$ cat src/rtl/irqfiq_pkg.sv
// Shared constants and types for the dual-output interrupt controller.
// Assumes word indices fit in the bus address width chosen at the top.
package irqfiq_pkg;

    localparam int IDX_IRQ_MASKED = 0;
    localparam int IDX_IRQ_RAW    = 1;
    localparam int IDX_IRQ_EN_SET = 2;
    localparam int IDX_IRQ_EN_CLR = 3;
    localparam int IDX_SOFT_SET   = 4;
    localparam int IDX_SOFT_CLR   = 5;
    localparam int IDX_FIQ_MASKED = 8;
    localparam int IDX_FIQ_RAW    = 9;
    localparam int IDX_FIQ_EN_SET = 10;
    localparam int IDX_FIQ_EN_CLR = 11;

    // Number of request outputs, each with its own mask
    localparam int NUM_OUT = 2;
    localparam int OUT_IRQ = 0;
    localparam int OUT_FIQ = 1;

    // Read source selected by the decoder
    typedef enum logic [2:0] {
        RSEL_NONE,
        RSEL_IRQ_MASKED,
        RSEL_RAW,
        RSEL_IRQ_EN,
        RSEL_SOFT,
        RSEL_FIQ_MASKED,
        RSEL_FIQ_EN
    } rsel_e;

    // Write commands decoded from one bus write
    typedef struct packed {
        logic [NUM_OUT-1:0] en_set;
        logic [NUM_OUT-1:0] en_clr;
        logic               soft_set;
        logic               soft_clr;
    } wcmd_t;

endpackage

$ cat src/rtl/irqfiq_decode.sv
// Address decoder: maps a strobed word index to write commands, a read
// source and a bad-access flag. Purely combinational; assumes the
// strobes are single-cycle qualified by the caller.
module irqfiq_decode
    import irqfiq_pkg::*;
#(
    parameter int ADDR_W = 6
) (
    input  logic              wr_en,
    input  logic              rd_en,
    input  logic [ADDR_W-1:0] addr,
    input  logic              wdata_lsb,
    output wcmd_t             wcmd,
    output rsel_e             rsel,
    output logic              bad_rd,
    output logic              bad_wr
);

    // Write side: turn an index into set/clear commands or a bad flag
    always_comb begin
        wcmd   = '0;
        bad_wr = 1'b0;
        if (wr_en) begin
            if (addr == ADDR_W'(IDX_IRQ_EN_SET))      wcmd.en_set[OUT_IRQ] = 1'b1;
            else if (addr == ADDR_W'(IDX_IRQ_EN_CLR)) wcmd.en_clr[OUT_IRQ] = 1'b1;
            else if (addr == ADDR_W'(IDX_FIQ_EN_SET)) wcmd.en_set[OUT_FIQ] = 1'b1;
            else if (addr == ADDR_W'(IDX_FIQ_EN_CLR)) wcmd.en_clr[OUT_FIQ] = 1'b1;
            else if (addr == ADDR_W'(IDX_SOFT_SET))   wcmd.soft_set = wdata_lsb;
            else if (addr == ADDR_W'(IDX_SOFT_CLR))   wcmd.soft_clr = wdata_lsb;
            else                                      bad_wr = 1'b1;
        end
    end

    // Read side: pick the view to return or flag the read as bad
    always_comb begin
        rsel   = RSEL_NONE;
        bad_rd = 1'b0;
        if (rd_en) begin
            if (addr == ADDR_W'(IDX_IRQ_MASKED))      rsel = RSEL_IRQ_MASKED;
            else if (addr == ADDR_W'(IDX_IRQ_RAW))    rsel = RSEL_RAW;
            else if (addr == ADDR_W'(IDX_IRQ_EN_SET)) rsel = RSEL_IRQ_EN;
            else if (addr == ADDR_W'(IDX_SOFT_SET))   rsel = RSEL_SOFT;
            else if (addr == ADDR_W'(IDX_FIQ_MASKED)) rsel = RSEL_FIQ_MASKED;
            else if (addr == ADDR_W'(IDX_FIQ_RAW))    rsel = RSEL_RAW;
            else if (addr == ADDR_W'(IDX_FIQ_EN_SET)) rsel = RSEL_FIQ_EN;
            else                                      bad_rd = 1'b1;
        end
    end

endmodule

$ cat src/rtl/irqfiq_mask.sv
// One enable mask with write-one-to-set and write-one-to-clear strobes.
// Assumes set and clear never arrive in the same cycle (distinct indices).
module irqfiq_mask #(
    parameter int W = 32
) (
    input  logic         clk,
    input  logic         rst_n,
    input  logic         set_stb,
    input  logic         clr_stb,
    input  logic [W-1:0] wdata,
    output logic [W-1:0] mask_q
);

    // Mask register: OR in on set, AND out on clear, zero on reset
    always_ff @(posedge clk) begin
        if (!rst_n)       mask_q <= '0;
        else if (set_stb) mask_q <= mask_q | wdata;
        else if (clr_stb) mask_q <= mask_q & ~wdata;
    end

    p_set_adds_bits_r3: assert property (@(posedge clk) disable iff (!rst_n)
        set_stb |=> ((mask_q & $past(wdata)) == $past(wdata)));

    p_set_keeps_bits_r3: assert property (@(posedge clk) disable iff (!rst_n)
        set_stb |=> ((mask_q & $past(mask_q)) == $past(mask_q)));

    p_clr_drops_bits_r4: assert property (@(posedge clk) disable iff (!rst_n)
        clr_stb |=> ((mask_q & $past(wdata)) == '0));

    p_clr_keeps_rest_r4: assert property (@(posedge clk) disable iff (!rst_n)
        clr_stb |=> (mask_q == ($past(mask_q) & ~$past(wdata))));

endmodule

$ cat src/rtl/irqfiq_raw.sv
// Raw level vector. Lines 1..W-1 copy their input each edge; line 0 also
// accepts software raise/lower, the most recent event winning, software
// first when both land on one edge. Reset loads the inputs directly.
module irqfiq_raw #(
    parameter int W = 32
) (
    input  logic         clk,
    input  logic         rst_n,
    input  logic [W-1:0] src_i,
    input  logic         soft_set,
    input  logic         soft_clr,
    output logic [W-1:0] raw_q
);

    logic line0_prev;

    for (genvar i = 0; i < W; i++) begin : g_bit
        if (i == 0) begin : g_soft
            // Line 0: track input changes and software events
            always_ff @(posedge clk) begin
                if (!rst_n) begin
                    raw_q[0]   <= src_i[0];
                    line0_prev <= src_i[0];
                end else begin
                    line0_prev <= src_i[0];
                    if (soft_set)                    raw_q[0] <= 1'b1;
                    else if (soft_clr)               raw_q[0] <= 1'b0;
                    else if (src_i[0] != line0_prev) raw_q[0] <= src_i[0];
                end
            end
        end else begin : g_hw
            // Plain hardware line: follow the input level
            always_ff @(posedge clk) begin
                raw_q[i] <= src_i[i];
            end
        end
    end

    if (W > 1) begin : g_follow_chk
        p_lines_follow_r8: assert property (@(posedge clk) disable iff (!rst_n)
            1'b1 |=> (raw_q[W-1:1] == $past(src_i[W-1:1])));
    end

    p_soft_raise_r7: assert property (@(posedge clk) disable iff (!rst_n)
        soft_set |=> raw_q[0]);

    p_soft_lower_r9: assert property (@(posedge clk) disable iff (!rst_n)
        (soft_clr && !soft_set) |=> !raw_q[0]);

    p_line0_hold_r9: assert property (@(posedge clk) disable iff (!rst_n)
        (!soft_set && !soft_clr && src_i[0] == line0_prev) |=> $stable(raw_q[0]));

endmodule

$ cat src/rtl/irq_fiq_ctrl.sv
// Dual-output level interrupt controller top. Combines the decoder, the
// raw vector and one enable mask per output; drives the two requests
// combinationally from registered state and returns read data one
// cycle after the read strobe. Assumes NSRC <= DATA_W.
module irq_fiq_ctrl
    import irqfiq_pkg::*;
#(
    parameter int NSRC   = 32,
    parameter int ADDR_W = 6,
    parameter int DATA_W = 32
) (
    input  logic              clk,
    input  logic              rst_n,
    input  logic [NSRC-1:0]   src_i,
    input  logic              bus_wr,
    input  logic              bus_rd,
    input  logic [ADDR_W-1:0] bus_addr,
    input  logic [DATA_W-1:0] bus_wdata,
    output logic [DATA_W-1:0] bus_rdata,
    output logic              bus_bad,
    output logic              irq_o,
    output logic              fiq_o
);

    localparam int PAD_W = DATA_W - NSRC;

    wcmd_t           wcmd;
    rsel_e           rsel;
    logic            bad_rd;
    logic            bad_wr;
    logic [NSRC-1:0] raw_q;
    logic [NSRC-1:0] mask_q [NUM_OUT];
    logic [NSRC-1:0] hit    [NUM_OUT];
    logic [NSRC-1:0] rd_val;

    irqfiq_decode #(.ADDR_W(ADDR_W)) u_decode (
        .wr_en     (bus_wr),
        .rd_en     (bus_rd),
        .addr      (bus_addr),
        .wdata_lsb (bus_wdata[0]),
        .wcmd      (wcmd),
        .rsel      (rsel),
        .bad_rd    (bad_rd),
        .bad_wr    (bad_wr)
    );

    irqfiq_raw #(.W(NSRC)) u_raw (
        .clk      (clk),
        .rst_n    (rst_n),
        .src_i    (src_i),
        .soft_set (wcmd.soft_set),
        .soft_clr (wcmd.soft_clr),
        .raw_q    (raw_q)
    );

    for (genvar k = 0; k < NUM_OUT; k++) begin : g_out
        irqfiq_mask #(.W(NSRC)) u_mask (
            .clk     (clk),
            .rst_n   (rst_n),
            .set_stb (wcmd.en_set[k]),
            .clr_stb (wcmd.en_clr[k]),
            .wdata   (bus_wdata[NSRC-1:0]),
            .mask_q  (mask_q[k])
        );
        // Per-output pending bits
        always_comb hit[k] = raw_q & mask_q[k];
    end

    // Request outputs from registered raw and mask state
    always_comb begin
        irq_o = |hit[OUT_IRQ];
        fiq_o = |hit[OUT_FIQ];
    end

    // Read multiplexer over the selected view
    always_comb begin
        case (rsel)
            RSEL_IRQ_MASKED: rd_val = hit[OUT_IRQ];
            RSEL_RAW:        rd_val = raw_q;
            RSEL_IRQ_EN:     rd_val = mask_q[OUT_IRQ];
            RSEL_SOFT:       rd_val = NSRC'(raw_q[0]);
            RSEL_FIQ_MASKED: rd_val = hit[OUT_FIQ];
            RSEL_FIQ_EN:     rd_val = mask_q[OUT_FIQ];
            default:         rd_val = '0;
        endcase
    end

    // Registered read data and bad-access flag
    always_ff @(posedge clk) begin
        if (!rst_n) begin
            bus_rdata <= '0;
            bus_bad   <= 1'b0;
        end else begin
            bus_rdata <= {{PAD_W{1'b0}}, rd_val};
            bus_bad   <= bad_rd | bad_wr;
        end
    end

    p_irq_clear_all_r1: assert property (@(posedge clk) disable iff (!rst_n)
        (bus_wr && bus_addr == ADDR_W'(IDX_IRQ_EN_CLR) && (&bus_wdata[NSRC-1:0])) |=> !irq_o);

    p_fiq_clear_all_r2: assert property (@(posedge clk) disable iff (!rst_n)
        (bus_wr && bus_addr == ADDR_W'(IDX_FIQ_EN_CLR) && (&bus_wdata[NSRC-1:0])) |=> !fiq_o);

    p_bad_read_zero_r6: assert property (@(posedge clk) disable iff (!rst_n)
        (bus_rd && !bus_wr && bus_addr == ADDR_W'(IDX_IRQ_EN_CLR)) |=> (bus_bad && bus_rdata == '0));

    p_bad_write_inert_r6: assert property (@(posedge clk) disable iff (!rst_n)
        (bus_wr && bad_wr) |=> ($stable(mask_q[OUT_IRQ]) && $stable(mask_q[OUT_FIQ])));

    p_soft_view_r5: assert property (@(posedge clk) disable iff (!rst_n)
        (bus_rd && bus_addr == ADDR_W'(IDX_SOFT_SET)) |=> (bus_rdata[DATA_W-1:1] == '0));

endmodule

$ cat config.mk
export PLATFORM = sky130hd
export DESIGN_NAME = irq_fiq_ctrl
export DESIGN_NICKNAME = d
export VERILOG_FILES = /design/src/rtl/irqfiq_pkg.sv /design/src/rtl/irqfiq_decode.sv /design/src/rtl/irqfiq_mask.sv /design/src/rtl/irqfiq_raw.sv /design/src/rtl/irq_fiq_ctrl.sv
export SDC_FILE = /design/constraint.sdc
export NUM_CORES = 1
export LEC_CHECK = 0
export BUFFER_PORTS_ARGS = -buffer_cell sky130_fd_sc_hd__buf_4
export CAP_MARGIN = 20
export CORE_MARGIN = 3
export CORE_UTILIZATION = 35
export DETAILED_ROUTE_END_ITERATION = 8
export SLEW_MARGIN = 20
export SYNTH_ARGS = -nofsm -noshare
export SYNTH_HDL_FRONTEND = slang
export SYNTH_HIERARCHICAL = 1
export SYNTH_SLANG_ARGS = --single-unit
$ cat constraint.sdc
create_clock -name clk -period 1.8 [get_ports clk]
set_input_delay 0.09 -clock clk [delete_from_list [all_inputs] [get_ports clk]]
set_output_delay 0.09 -clock clk [all_outputs]
set_load 0.05 [all_outputs]
==> results.yml <==
sta:
  clock_skew_ps: 6.55
  slew_headroom: 0.580
  finalHoldViolCount: 0
  tightest_slew_ps: 629
  setup_violations: 2
  period_share: 1.14
  setup_slack_ps: -246
  finalCriticalPeriod_ps: 2050
  max_freq_ghz: 0.489
  slew_viol_final: 0
  rsz0062_at_grt: "true"
  tns_ps: -427
min_path:
  worstHoldStart: "bus_wdata[7]"
  holdCritPathClass: "input port to flip-flop"
  min_path_cells: 3
cells_and_area:
  final_cell_mix: "139 x buf_4, 124 x dfxtp_1, 65 x nand2_1, 65 x and3_1, 62 x a31o_1"
  final_common_cell: "buf_4"
  syn_to_final_growth_pct: 39.3
  diodes: 0
  final_core_util: 0.504
  drive_gt1_frac: 0.294
  nNetsFinal: 862
  layout.cells.non_filler: 1020
route:
  drcViolationCount: 0
  ant_nets: 0
  num_vias: 5886
  drt-vias-per-instance: 5.77
  drt_iter0_markers: 514
  post_drt_wl_per_cell_um: 20.0
  finalWirelength_um: 20400
  firstDrtPassIters: 5
synthesis:
  syn_area_um2: 6090
  ys.warnings.count: 6
  synth-main-ff-cell: "dfxtp_1"
  synth.avg_cell_area_um2: 9.78
  ys_seq_elements: 130
  yosysSeqAreaShare: 0.429
  synth_edf_count: 1
  syn_nets: 697
  postSynth.asyncResetShare: 0
  synth_cell_type_count: 46
  synth_cells: 623
power:
  power_density_nw_per_um2: 840
  peakVddDrop_uv: 636
  p_leak_nw: 3.43
grt:
  grt_util_all_layers: 0.216
  grtUsageMet3: 0.0475
  antenna_found_initial: 0
  grt_pass1_wl_um: 31500
  grt_busiest_layer: "met2"
  grt_max_degree: 81
  gr-usage-met1: 0.289
  grtUsageMet2: 0.350
  gr-total-overflow: 0
  grt_pass1_vias: 5655
clocking:
  htree_num_levels: 4
  cts_root_buf: "clkbuf_16"
  cts_buffers: 17
  clkSinkCount: 130
  cts.clk_slew.worst_paths_ps: 60
  cts_tree: "yes"
  cts_buffer_depth: 2
  clkLatencyLatePin_ps: 420
outcome:
  violations: "negative setup slack"
  status: "finished, violations left"
setup_path:
  endpoint_kind: "primary output"
  max_stage_delay_ps: 580
  cp_num_buf_inv: 1
  critPathRequiredTime_ps: 1710
  rrSetupSlack_ps: 670
  cp_max_fo: 3
  r2r_cells: 3
  crit_arrival_ps: 1960
  cp-start-kind: "flip-flop"
  regToRegEndpoint: "bus_rdata[18]"
  cp_slowest_cell: "or4_4"
  reg2reg_from: "u_raw/raw_q[18]"
  critical_path_class: "flip-flop to primary output"
  crit_path_cell_trace: "a22oi_2 -> nand4_1 -> or4_4 -> buf_8"
  crit_family: "simple AND/OR/NAND/NOR gates"
floorplanning:
  fp.dieH_um: 138
  core_um2: 16800
  die_x_um: 138
  ios: 109
  start_util: 0.362
  fp.dieArea_um2: 19000
  num_rows: 47
run:
  cap_violations: 0
placement:
  dp_hpwl_um: 14200
  place.gp.congestion: 0.938
  dp.cells: 935
  portBuffers: 108
[metal layers]
metal	up-vias	wire length (um)
li1	2741	-
met1	2905	9130
met2	212	9670
met3	28	1220
met4	0	418
met5	-	0
[Yosys cell counts, types with 2 or more instances]
cell      instances  area [um2]
a21oi_1          32         160
a221oi_1          2        17.5
a221oi_2         29         435
a22oi_1          32         240
a31o_1           62         543
a31o_2            2        17.5
and3_1           65         407
and3b_1          33         289
and4_1            2        17.5
and4b_1           3        30.0
buf_1             2        7.51
buf_2            22         110
buf_4             3        22.5
buf_6            14         158
clkbuf_1         16        60.1
dfxtp_1         129        2580
inv_1             2        7.51
nand2_1          65         244
nand4_1           8        50.1
nor2_1            4        15.0
nor2b_1           4        25.0
nor3_1            2        10.0
o211ai_1         31         233
o21ai_0           3        15.0
o21ai_1          33         165
or4_1             2        15.0
xnor2_1           2        17.5
[through the flow]
step           hold WS (ps)  setup WS [ps]  area [um2]  power [W]
6_report               10.3           -246        8480    0.00713
5_1_grt                9.71           -308        8480    0.00735
4_1_cts               0.660           -240        8460    0.00716
3_5_place_dp            195           -336        7270    0.00356
3_3_place_gp            195           -307        7270    0.00354
2_1_floorplan           118          -16.0        6090    0.00328
[power by group]
group	internal [W]	switching, W	total (W)
Sequential	0.00294	0.0000811	0.00302
Clock	0.00223	0.00129	0.00351
Combinational	0.000300	0.000287	0.000587
Total	0.00547	0.00166	0.00713
[cell type report]
cell class                      instances  area [um2]
Clock buffer                           24         503
Fill cell                            1559        8340
Inverter                                2        7.51
Timing Repair Buffer                  204        1800
Tap cell                              220         275
Multi-Input combinational cell        433        3180
Clock inverter                          7        97.6
Sequential cell                       130        2620
[timing repair]
action / CTS / global route
endpoints found under the hold margin: 66 / 0
gates resized for setup: 15 / 5
pin swaps: 6 / 5
setup endpoints to repair: 2 / 3
buffers inserted: 1 / 0
hold buffers: 53 / 0
[cell families after synthesis]
kind of cell / count (synthesis) / share of synthesized area
flops: 130 / 0.429
buf+inv: 60 / 0.0608
xor+xnor: 2 / 0.00288
simple gates: 197 / 0.193
compound gates: 234 / 0.314
[worst max-delay path by stage]
| stage | startpoint | to | slack [ps] | cells after the start |
|---|---|---|---|---|
| after global routing | u_raw/raw_q[0] | irq_o | -310 | 4 |
| after floorplan | bus_addr[5] | bus_rdata[10] | -20 | 7 |
| after detailed placement | bus_addr[5] | bus_rdata[28] | -340 | 7 |
| after CTS | u_raw/raw_q[19] | irq_o | -240 | 4 |
| final | u_raw/raw_q[0] | irq_o | -250 | 4 |
| after global placement | bus_addr[5] | bus_rdata[28] | -310 | 7 |
[worst register-to-register path: stages (launching register included)]
cell      delay, ps
dfxtp_1         450
and3b_1         200
o21ai_1          70
a221oi_2        300
Power figures use the tool's default switching activity.
